<file path="config.mk">
export PLATFORM = sky130hd
export DESIGN_NAME = gpio_irq_unit
export DESIGN_NICKNAME = d
export VERILOG_FILES = /design/src/rtl/gpio_irq_pkg.sv /design/src/rtl/gpio_irq_sync.sv /design/src/rtl/gpio_irq_bank.sv /design/src/rtl/gpio_irq_regs.sv /design/src/rtl/gpio_irq_prio.sv /design/src/rtl/gpio_irq_unit.sv
export SDC_FILE = /design/constraint.sdc
export NUM_CORES = 1
export LEC_CHECK = 0
export BUFFER_PORTS_ARGS = -buffer_cell sky130_fd_sc_hd__buf_2
export CAP_MARGIN = 10
export CELL_PAD_IN_SITES_DETAIL_PLACEMENT = 1
export CELL_PAD_IN_SITES_GLOBAL_PLACEMENT = 1
export CORE_UTILIZATION = 35
export DETAILED_ROUTE_END_ITERATION = 8
export PLACE_DENSITY_LB_ADDON = 0.1
export SLEW_MARGIN = 10
export SYNTH_ARGS = -nofsm -noshare
export SYNTH_HDL_FRONTEND = slang
export SYNTH_SLANG_ARGS = --single-unit
export TNS_END_PERCENT = 1
</file>
<file path="constraint.sdc">
create_clock -name clk -period 5.9 [get_ports clk]
set_input_delay 1.18 -clock clk [delete_from_list [all_inputs] [get_ports clk]]
set_output_delay 1.18 -clock clk [all_outputs]
set_load 0.1 [all_outputs]
</file>
<file path="src/rtl/gpio_irq_pkg.sv">
// Shared constants and types of the GPIO interrupt detection unit.
// Assumes two banks; the address is {field, bank}.
package gpio_irq_pkg;
    localparam int BANK_W     = 16;
    localparam int NUM_BANKS  = 2;
    localparam int NUM_PINS   = BANK_W * NUM_BANKS;
    localparam int IDX_W      = $clog2(NUM_PINS);
    localparam int BIDX_W     = $clog2(BANK_W);
    localparam int BANK_SEL_W = $clog2(NUM_BANKS);
    localparam int FIELD_W    = 3;
    localparam int ADDR_W     = FIELD_W + BANK_SEL_W;

    typedef enum logic [FIELD_W-1:0] {
        F_STAT = 3'd0,
        F_EN   = 3'd1,
        F_TYPE = 3'd2,
        F_HOLD = 3'd3,
        F_FALL = 3'd4,
        F_RISE = 3'd5
    } field_e;

    typedef struct packed {
        logic [BANK_W-1:0] en;
        logic [BANK_W-1:0] typ;
        logic [BANK_W-1:0] hold;
        logic [BANK_W-1:0] fall;
        logic [BANK_W-1:0] rise;
    } bank_cfg_t;
endpackage

</file>
<file path="src/rtl/gpio_irq_sync.sv">
// Multi-stage synchroniser for a vector of asynchronous inputs.
// Assumes each bit is sampled on its own; there is no bus coherence across bits.
module gpio_irq_sync #(
    parameter int W      = 32,
    parameter int STAGES = 2
) (
    input  logic         clk,
    input  logic         rst_n,
    input  logic [W-1:0] d_i,
    output logic [W-1:0] q_o
);
    logic [W-1:0] stg_q [STAGES];

    // First stage samples the raw pins.
    always_ff @(posedge clk) begin
        if (!rst_n) stg_q[0] <= '0;
        else        stg_q[0] <= d_i;
    end

    for (genvar s = 1; s < STAGES; s++) begin : g_stage
        // Each later stage copies the previous one.
        always_ff @(posedge clk) begin
            if (!rst_n) stg_q[s] <= '0;
            else        stg_q[s] <= stg_q[s-1];
        end
    end

    assign q_o = stg_q[STAGES-1];
endmodule

</file>
<file path="src/rtl/gpio_irq_bank.sv">
// Edge/level detection and status for one bank of pins.
// Assumes cur_i is already synchronised. clr_i carries the write-one-to-clear mask
// of the current cycle. A latch is kept only while the pin is in edge-hold mode.
module gpio_irq_bank
    import gpio_irq_pkg::*;
(
    input  logic              clk,
    input  logic              rst_n,
    input  logic [BANK_W-1:0] cur_i,
    input  bank_cfg_t         cfg_i,
    input  logic [BANK_W-1:0] clr_i,
    output logic [BANK_W-1:0] stat_o,
    output logic [BANK_W-1:0] pend_o
);
    logic [BANK_W-1:0] prev_q;
    logic [BANK_W-1:0] latch_q;
    logic [BANK_W-1:0] evt;
    logic [BANK_W-1:0] held;

    assign evt  = (cur_i & ~prev_q & cfg_i.rise) | (~cur_i & prev_q & cfg_i.fall);
    assign held = cfg_i.typ & cfg_i.hold;

    // Remember the synchronised value of the previous cycle for edge detection.
    always_ff @(posedge clk) begin
        if (!rst_n) prev_q <= '0;
        else        prev_q <= cur_i;
    end

    // Latched events: a new edge beats a clear in the same cycle.
    always_ff @(posedge clk) begin
        if (!rst_n) latch_q <= '0;
        else        latch_q <= ((latch_q & ~clr_i) | evt) & held;
    end

    // Status view per mode: level, latched edge, or pass-through edge.
    always_comb begin
        stat_o = (~cfg_i.typ & cur_i) | (held & latch_q) | (cfg_i.typ & ~cfg_i.hold & evt);
        pend_o = stat_o & cfg_i.en;
    end

    a_r4_hold_keeps: assert property (@(posedge clk) disable iff (!rst_n)
        1'b1 |=> (($past(latch_q & ~clr_i & held) & held & ~latch_q) == '0));

    a_r9_edge_wins: assert property (@(posedge clk) disable iff (!rst_n)
        1'b1 |=> (($past(evt & clr_i & held) & held & ~latch_q) == '0));
endmodule

</file>
<file path="src/rtl/gpio_irq_regs.sv">
// Configuration registers, clear strobes and registered read-back.
// Assumes address = {field, bank}; unused fields read zero; reads have no side effects.
module gpio_irq_regs
    import gpio_irq_pkg::*;
(
    input  logic              clk,
    input  logic              rst_n,
    input  logic [ADDR_W-1:0] addr_i,
    input  logic              wr_en_i,
    input  logic [BANK_W-1:0] wdata_i,
    input  logic [BANK_W-1:0] stat_i [NUM_BANKS],
    output bank_cfg_t         cfg_o  [NUM_BANKS],
    output logic [BANK_W-1:0] clr_o  [NUM_BANKS],
    output logic [BANK_W-1:0] rdata_o
);
    logic [BANK_SEL_W-1:0] sel;
    field_e                fld;

    assign sel = addr_i[BANK_SEL_W-1:0];
    assign fld = field_e'(addr_i[ADDR_W-1:BANK_SEL_W]);

    for (genvar b = 0; b < NUM_BANKS; b++) begin : g_bank
        // Write the addressed configuration word of this bank.
        always_ff @(posedge clk) begin
            if (!rst_n) begin
                cfg_o[b] <= '0;
            end else if (wr_en_i && sel == BANK_SEL_W'(b)) begin
                case (fld)
                    F_EN:    cfg_o[b].en   <= wdata_i;
                    F_TYPE:  cfg_o[b].typ  <= wdata_i;
                    F_HOLD:  cfg_o[b].hold <= wdata_i;
                    F_FALL:  cfg_o[b].fall <= wdata_i;
                    F_RISE:  cfg_o[b].rise <= wdata_i;
                    default: ;
                endcase
            end
        end

        // Present the write-one-to-clear mask for this bank's status.
        assign clr_o[b] = (wr_en_i && sel == BANK_SEL_W'(b) && fld == F_STAT) ? wdata_i : '0;
    end

    // Capture the addressed word for read-back one clock later.
    always_ff @(posedge clk) begin
        if (!rst_n) begin
            rdata_o <= '0;
        end else begin
            case (fld)
                F_STAT:  rdata_o <= stat_i[sel];
                F_EN:    rdata_o <= cfg_o[sel].en;
                F_TYPE:  rdata_o <= cfg_o[sel].typ;
                F_HOLD:  rdata_o <= cfg_o[sel].hold;
                F_FALL:  rdata_o <= cfg_o[sel].fall;
                F_RISE:  rdata_o <= cfg_o[sel].rise;
                default: rdata_o <= '0;
            endcase
        end
    end
endmodule

</file>
<file path="src/rtl/gpio_irq_prio.sv">
// Fixed-priority selection of the pin to serve: lowest bank first, lowest bit first.
// Assumes pend_i is ordered with pin n at bit n; purely combinational apart from checks.
module gpio_irq_prio
    import gpio_irq_pkg::*;
(
    input  logic                clk,
    input  logic                rst_n,
    input  logic [NUM_PINS-1:0] pend_i,
    output logic                any_o,
    output logic [IDX_W-1:0]    idx_o
);
    logic [NUM_BANKS-1:0] bank_any;
    logic [BIDX_W-1:0]    bank_idx [NUM_BANKS];
    logic [NUM_PINS-1:0]  below;

    function automatic logic [BIDX_W-1:0] lowest(input logic [BANK_W-1:0] v);
        lowest = '0;
        for (int i = BANK_W - 1; i >= 0; i--) begin
            if (v[i]) lowest = i[BIDX_W-1:0];
        end
    endfunction

    for (genvar b = 0; b < NUM_BANKS; b++) begin : g_enc
        assign bank_any[b] = |pend_i[b*BANK_W +: BANK_W];
        assign bank_idx[b] = lowest(pend_i[b*BANK_W +: BANK_W]);
    end

    // Pick the first bank with a pending pin and offset its local index.
    always_comb begin
        any_o = |bank_any;
        idx_o = '0;
        for (int b = NUM_BANKS - 1; b >= 0; b--) begin
            if (bank_any[b]) idx_o = IDX_W'(b * BANK_W) + IDX_W'(bank_idx[b]);
        end
    end

    assign below = (NUM_PINS'(1) << idx_o) - NUM_PINS'(1);

    a_r8_lowest_first: assert property (@(posedge clk) disable iff (!rst_n)
        any_o |-> (pend_i[idx_o] && ((pend_i & below) == '0)));

    a_r7_idle_clean: assert property (@(posedge clk) disable iff (!rst_n)
        !any_o |-> (pend_i == '0));
endmodule

</file>
<file path="src/rtl/gpio_irq_unit.sv">
// GPIO interrupt detection unit: synchronises pins, detects per-pin events,
// keeps status, masks with enables and reports one prioritised interrupt.
// Assumes a single clock domain for the register port; pins may be asynchronous.
module gpio_irq_unit
    import gpio_irq_pkg::*;
#(
    parameter int SYNC_STAGES = 2
) (
    input  logic                clk,
    input  logic                rst_n,
    input  logic [NUM_PINS-1:0] pins_i,
    input  logic [ADDR_W-1:0]   addr_i,
    input  logic                wr_en_i,
    input  logic [BANK_W-1:0]   wdata_i,
    output logic [BANK_W-1:0]   rdata_o,
    output logic                irq_o,
    output logic [IDX_W-1:0]    irq_idx_o
);
    logic [NUM_PINS-1:0] pins_s;
    logic [NUM_PINS-1:0] pend_all;
    logic [BANK_W-1:0]   stat [NUM_BANKS];
    logic [BANK_W-1:0]   clr  [NUM_BANKS];
    bank_cfg_t           cfg  [NUM_BANKS];

    gpio_irq_sync #(.W(NUM_PINS), .STAGES(SYNC_STAGES)) u_sync (
        .clk(clk), .rst_n(rst_n), .d_i(pins_i), .q_o(pins_s)
    );

    gpio_irq_regs u_regs (
        .clk(clk), .rst_n(rst_n), .addr_i(addr_i), .wr_en_i(wr_en_i),
        .wdata_i(wdata_i), .stat_i(stat), .cfg_o(cfg), .clr_o(clr), .rdata_o(rdata_o)
    );

    for (genvar b = 0; b < NUM_BANKS; b++) begin : g_bank
        gpio_irq_bank u_bank (
            .clk(clk), .rst_n(rst_n), .cur_i(pins_s[b*BANK_W +: BANK_W]),
            .cfg_i(cfg[b]), .clr_i(clr[b]), .stat_o(stat[b]),
            .pend_o(pend_all[b*BANK_W +: BANK_W])
        );
    end

    gpio_irq_prio u_prio (
        .clk(clk), .rst_n(rst_n), .pend_i(pend_all), .any_o(irq_o), .idx_o(irq_idx_o)
    );

    a_r1_quiet_after_reset: assert property (@(posedge clk) disable iff (!rst_n)
        $past(!rst_n) |-> !irq_o);
endmodule

</file>
## Word-level counts from Yosys, hierarchy flattened

Memory sizes are Yosys's and may differ from the RTL's.
Index checks and enable logic that the tools add are counted.

| storage, ports and cells | value |
|---|---|
| word-level logic and storage cells | 134 |
| RAM bits | 64 |
| output and inout bits | 22 |
| input bits | 55 |
| memories | 1 |
| register bits | 240 |

| operators by class | value |
|---|---|
| multiplexer cells | 47 |
| reductions and logical operators | 18 |
| add/sub/neg operators | 1 |
| bitwise logic cells | 46 |
| $lt $le $gt $ge | 1 |
| equality and inequality tests | 5 |

Memory list:

| name | depth | width | read ports | clocked after memory_dff | wr ports | RTL line | text |
|---|---|---|---|---|---|---|---|
| u_sync.stg_q | 2 | 32 | 2 | 0 | 2 | gpio_irq_sync.sv:12 | `logic [W-1:0] stg_q [STAGES];` |

Operators by type and width:

| cell | count |
|---|---|
| 16-bit AND | 24 |
| 80-bit two-way mux | 3 |
| 16-bit inverter | 10 |
| 4-bit two-way mux | 32 |
| 16-bit OR | 8 |
| 16-bit case mux with 6 select lines | 1 |
| 16-bit two-way mux | 5 |
| 32-bit two-way mux | 2 |
| 16-bit OR reduction | 2 |
| 32-bit OR reduction | 1 |
| 2-bit AND reduction | 10 |
| 5-bit two-way mux | 2 |
| 3-bit by 2-bit == test with 1-bit output (second input constant) | 2 |
| 3-bit == test (second input constant) | 2 |
| 5-bit by 4-bit adder with 5-bit output (first input constant) | 1 |
| 1-bit logical AND | 4 |
| 3-bit by 1-bit == test with 1-bit output (second input constant) | 1 |
| 3-bit zero test | 1 |
| 2-bit greater-or-equal comparator (second input constant) | 1 |
| 1-bit two-way mux | 2 |
| 1-bit inverter with 2-bit output | 1 |
| 1-bit OR | 2 |
| 1-bit inverter | 1 |

## Depth between registers and ports, before layout

| logic depth | value |
|---|---|
| word-level depth | 26 |
| gate-level depth with buffers | 10 |
| mapped depth without buffers | 7 |

## Hierarchy

A second synthesis with hierarchy kept.

| unflattened totals | value |
|---|---|
| cells, all modules | 1655 |
| area, all modules | 15015.7 um2 |

By module, submodules not included:

| module | times used | area each (um2) | cells each | sequential area each (um2) |
|---|---|---|---|---|
| gpio_irq_regs | 1 | 8698.3 | 996 | 3523.4 |
| gpio_irq_bank | 2 | 2055.7 | 230 | 640.6 |
| gpio_irq_sync | 1 | 1791.7 | 134 | 1281.2 |
| gpio_irq_prio | 1 | 414.1 | 65 | 0.0 |

## Worst setup path after synthesis

Ideal clock, no wire load.

| timing | value |
|---|---|
| path type | flip-flop to output port |
| start | register u_regs.cfg_o[35] (netlist bit) |
| end | output port irq_idx_o[3] |
| arrival time | 3.874 ns |
| setup slack | 0.846 ns |
| cell stages (with the launch flop) | 8 |
| required time | 4.720 ns |
| buffers on the path | 0 |
| cells stage by stage | dfxtp_1 -> nor2b_1 -> a31oi_1 -> mux2_2 -> a2111o_1 -> nor3_1 -> nand2b_1 -> a211oi_1 |

| on the way | value |
|---|---|
| cells in the longest elaborated chain, start to end | 12 |

RTL lines:

| element | RTL line | text |
|---|---|---|
| start, declared | gpio_irq_regs.sv:12 | `output bank_cfg_t cfg_o [NUM_BANKS],` |
| 16-bit AND / 16-bit inverter (equally long branches) | gpio_irq_bank.sv:21, gpio_irq_bank.sv:37 |  |
| 16-bit AND | gpio_irq_bank.sv:37 | `stat_o = (~cfg_i.typ & cur_i) \| (held & latch_q) \| (cfg_i.typ & ~cfg_i.hold & evt);` |
| 16-bit OR / 16-bit AND (equally long branches) | gpio_irq_bank.sv:37 |  |
| 16-bit OR (*) | gpio_irq_bank.sv:37 |  |
| 16-bit AND (*) | gpio_irq_bank.sv:38 | `pend_o = stat_o & cfg_i.en;` |
| 4-bit two-way mux (4 in series) | gpio_irq_prio.sv:19 | `if (v[i]) lowest = i[BIDX_W-1:0];` |
| 5-bit by 4-bit adder with 5-bit output | gpio_irq_prio.sv:33 | `if (bank_any[b]) idx_o = IDX_W'(b * BANK_W) + IDX_W'(bank_idx[b]);` |
| 5-bit two-way mux (*) (2 in series) | gpio_irq_prio.sv:33 |  |
| end, declared | gpio_irq_unit.sv:17 | `output logic [IDX_W-1:0] irq_idx_o` |

Mark *: on every way between the ends. The rest lies on a longest branch, timed or not.

## Worst setup path in the final report

| timing | value |
|---|---|
| start | register u_regs.cfg_o[137] (netlist bit) |
| end | output port irq_idx_o[0] |

| on the way | value |
|---|---|
| cells in the longest elaborated chain, start to end | 16 |

RTL lines:

| element | RTL line |
|---|---|
| 16-bit AND / 16-bit inverter (equally long branches) | gpio_irq_bank.sv:21, gpio_irq_bank.sv:37 |
| 16-bit AND | gpio_irq_bank.sv:37 |
| 16-bit OR | gpio_irq_bank.sv:37 |
| 16-bit OR (*) | gpio_irq_bank.sv:37 |
| 16-bit AND (*) | gpio_irq_bank.sv:38 |
| 4-bit two-way mux (10 in series) | gpio_irq_prio.sv:19 |
| 5-bit two-way mux (*) | gpio_irq_prio.sv:33 |

Marks and branches as above.

==> flow_metrics.env <==
export IMPL_status="completed"
export IMPL_finalCriticalPeriod_ns=4.74
export IMPL_synth_area_top_cells="dfxtp_1 (44%), nand2_1 (12%), a21boi_0 (8.9%)"
export IMPL_finalSetupViolCount=0
export IMPL_die_width_um=202
export IMPL_yosysUniqueCellTypes=62
export IMPL_startpoint_type="flip-flop"
export IMPL_path_buf_inv=1
export IMPL_first_pass_iters=5
export IMPL_cellPowerDensity_mw_per_mm2=301
export IMPL_tightest_slew_ns=1.08
export IMPL_cp_max_fo=6
export IMPL_drtIter0Drc=777
export IMPL_grt_pass1_vias=13000
export IMPL_ios=77
export IMPL_dp_slack_ns=1.59
export IMPL_path_class="flip-flop to output pin"
export IMPL_core_area_mm2=0.0390
export IMPL_rows=72
export IMPL_p_leak_nw=5.55
export IMPL_cpMaxStageDelayCell="o31ai_1"
export IMPL_drive_above_1_share_pct=11.4
export IMPL_synth_fp_nets=1763
export IMPL_hpwlAfterDp_um=35600
export IMPL_slew_headroom_pct=27.8
export IMPL_synth_cells=1708
export IMPL_postCtsSetupBuffers=0
export IMPL_avgViaCountPerCell=5.53
export IMPL_hold_class="flip-flop to flip-flop"
export IMPL_synth_edff_count=0
export IMPL_netlist_area_mm2=0.0140
export IMPL_vias=12700
export IMPL_required_ns=4.72
export IMPL_path_cells="nor2b_1, o31ai_1, nand4b_1, nor4_2, a21boi_2, a32o_1, buf_2"
export IMPL_vdd_drop_max_mv=0.175
export IMPL_ys_flop_type="dfxtp_1"
export IMPL_gp_congestion=0.868
export IMPL_yosys_area_top_type_share_pct=43.5
export IMPL_route_detailed_drc=0
export IMPL_fin_setup_tns_ns=0
export IMPL_yosysWarningCount=0
export IMPL_syn_area_per_cell_um2=8.18
export IMPL_arrival_ns=3.56
export IMPL_layout_setup_ws_ns=1.16
export IMPL_antenna_found_initial=1
export IMPL_synth_seq_cells=304
export IMPL_path_clk_slew_ns=0.06
export IMPL_cts_hold_buf=0
export IMPL_io_buffers=76
export IMPL_yosysTopAreaCell="dfxtp_1"
export IMPL_clk_path_buf_depth=3
export IMPL_gr_usage_all_layers_pct=26.0
export IMPL_cts_buffers=37
export IMPL_slowest_delay_ns=0.62
export IMPL_htreeDepth=2
export IMPL_final_nets=1803
export IMPL_cap_violations=0
export IMPL_cts_root_buf="clkbuf_16"
export IMPL_cts_tree="built"
export IMPL_cts_repair_resized=0
export IMPL_skew_ns=0.0179
export IMPL_area_growth_pct=15.3
export IMPL_clock_sinks=304
export IMPL_drv_slew=0
export IMPL_initial_core_util_pct=35.8
export IMPL_clk_latency_ns=0.56
export IMPL_overflow=0
export IMPL_grt_first_pass_wirelength_um=79900
export IMPL_grt_max_degree=132
export IMPL_path_delay_family="compound AO/OA/AOI/OAI gates"
export IMPL_async_flop_share_pct=0
export IMPL_dieArea_mm2=0.0407
export IMPL_fp_dieH_um=202
export IMPL_wl_per_cell_um=22.9
export IMPL_detail_route_antenna_nets=0
export IMPL_synth_seq_area_share_pct=43.5
export IMPL_timing_final_crit_share_pct=80.3
export IMPL_hold_violations=0
export IMPL_fmaxAchievable_ghz=0.211
export IMPL_crit_path_end_kind="output pin"
export IMPL_rsz0062_at_grt="no"
export IMPL_drt_wl_total_um=52500
==> placed cells by master (no fill, tap or decap), types with 8 or more instances in the layout <==
cell / n
and2_1: 98
a21oi_1: 56
o21ai_0: 46
a21boi_0: 166
nand3b_1: 52
nand4b_1: 11
a211oi_1: 12
nor2_1: 44
nand2b_1: 16
buf_4: 31
a31oi_1: 23
o22ai_1: 12
nand3_1: 47
mux2i_1: 36
buf_2: 75
nand2_1: 448
mux2_2: 21
clkbuf_8: 10
nor2b_1: 27
dfxtp_1: 304
a22oi_1: 20
inv_1: 27
clkbuf_1: 8
clkbuf_16: 39
nand4_1: 8
and3_1: 8
o21a_1: 10
a221oi_1: 10
==> layer usage <==
layer | vias to the layer above | global-route usage [%] | wire (um)
met3 | 84 | 3.92 | 2220
met2 | 292 | 43.6 | 24500
met4 | 0 | 8.39 | 1450
met5 | - | 0 | 0
met1 | 6321 | 34.0 | 24300
li1 | 6001 | - | -
==> path summary, 6_finish.rpt <==
kind / start / to / slack [ns] / depth (start not counted)
worst max register to register: u_sync.stg_q[1][15] / u_regs.rdata_o[15] / 4.00 / 6
worst min register to register: u_sync.stg_q[0][0] / u_sync.stg_q[1][0] / 0.43 / 1
worst max-delay path: u_regs.cfg_o[137] / irq_idx_o[0] / 1.16 / 7
worst min-delay path: u_sync.stg_q[0][0] / u_sync.stg_q[1][0] / 0.43 / 1
==> worst reg2reg max path: stages (launching register included) <==
cell and delay [ns]:
dfxtp_1 0.38, and3b_1 0.21, o311ai_0 0.47, nand2_1 0.18, mux2_2 0.30, nand2_1 0.06
a21oi_1 0.12
==> kinds of logic after synthesis <==
logic type	synth area share (%)
AND/OR/NAND/NOR	27.0
AO/OA/AOI/OAI	21.5
flip-flops	43.5
buffers and inverters	3.66
multiplexers	4.27
==> sequential cells by signal, indices dropped and copies added, names as in the netlist <==
register and cells:
g_bank.u_bank.latch_q 32, u_sync.stg_q 64, u_regs.rdata_o 16, u_regs.cfg_o 160, g_bank.u_bank.prev_q 32
==> per-stage QoR <==
step / cells / area, um2 / power, mW / util (%) / hold slack, ns
after CTS: 2293 / 16100 / 4.90 / 41.3 / 0.434
after global placement: 2227 / 14800 / 2.50 / 38.1 / 0.416
after floorplan: 1708 / 14000 / 2.37 / - / 0.412
after global routing: 2293 / 16100 / 5.01 / 41.3 / 0.438
after detailed placement: 2227 / 14800 / 2.51 / 38.1 / 0.420
final: 2295 / 16100 / 4.84 / 41.3 / 0.432
==> Yosys cell counts (all sizes together), types with 21 or more instances <==
| cell | count |
|---|---|
| and2 | 99 |
| nand3b | 52 |
| a21oi | 56 |
| nand3 | 47 |
| mux2 | 21 |
| clkbuf | 89 |
| o21ai | 46 |
| nand2 | 448 |
| nor2 | 47 |
| a21boi | 167 |
| dfxtp | 304 |
| a31oi | 23 |
| mux2i | 36 |
| inv | 27 |
| nor2b | 29 |
==> layout make-up <==
class | instances | area (um2)
flip-flops and latches | 304 | 6090
fillers | 4621 | 22900
well taps | 518 | 648
diodes | 2 | 5.00
multi-input cells | 1271 | 7390
repair buffers | 107 | 622
clock inverters | 10 | 129
clock buffers | 56 | 1130
inverters | 27 | 101
==> power breakdown <==
group	internal (mW)	total, mW	leakage [nW]	switching (mW)
sequential	2.10	2.13	2.47	0.0350
clock	1.45	2.38	0.625	0.929
combinational	0.0996	0.329	2.46	0.230
No activity file was read; power rests on OpenSTA's default activity.
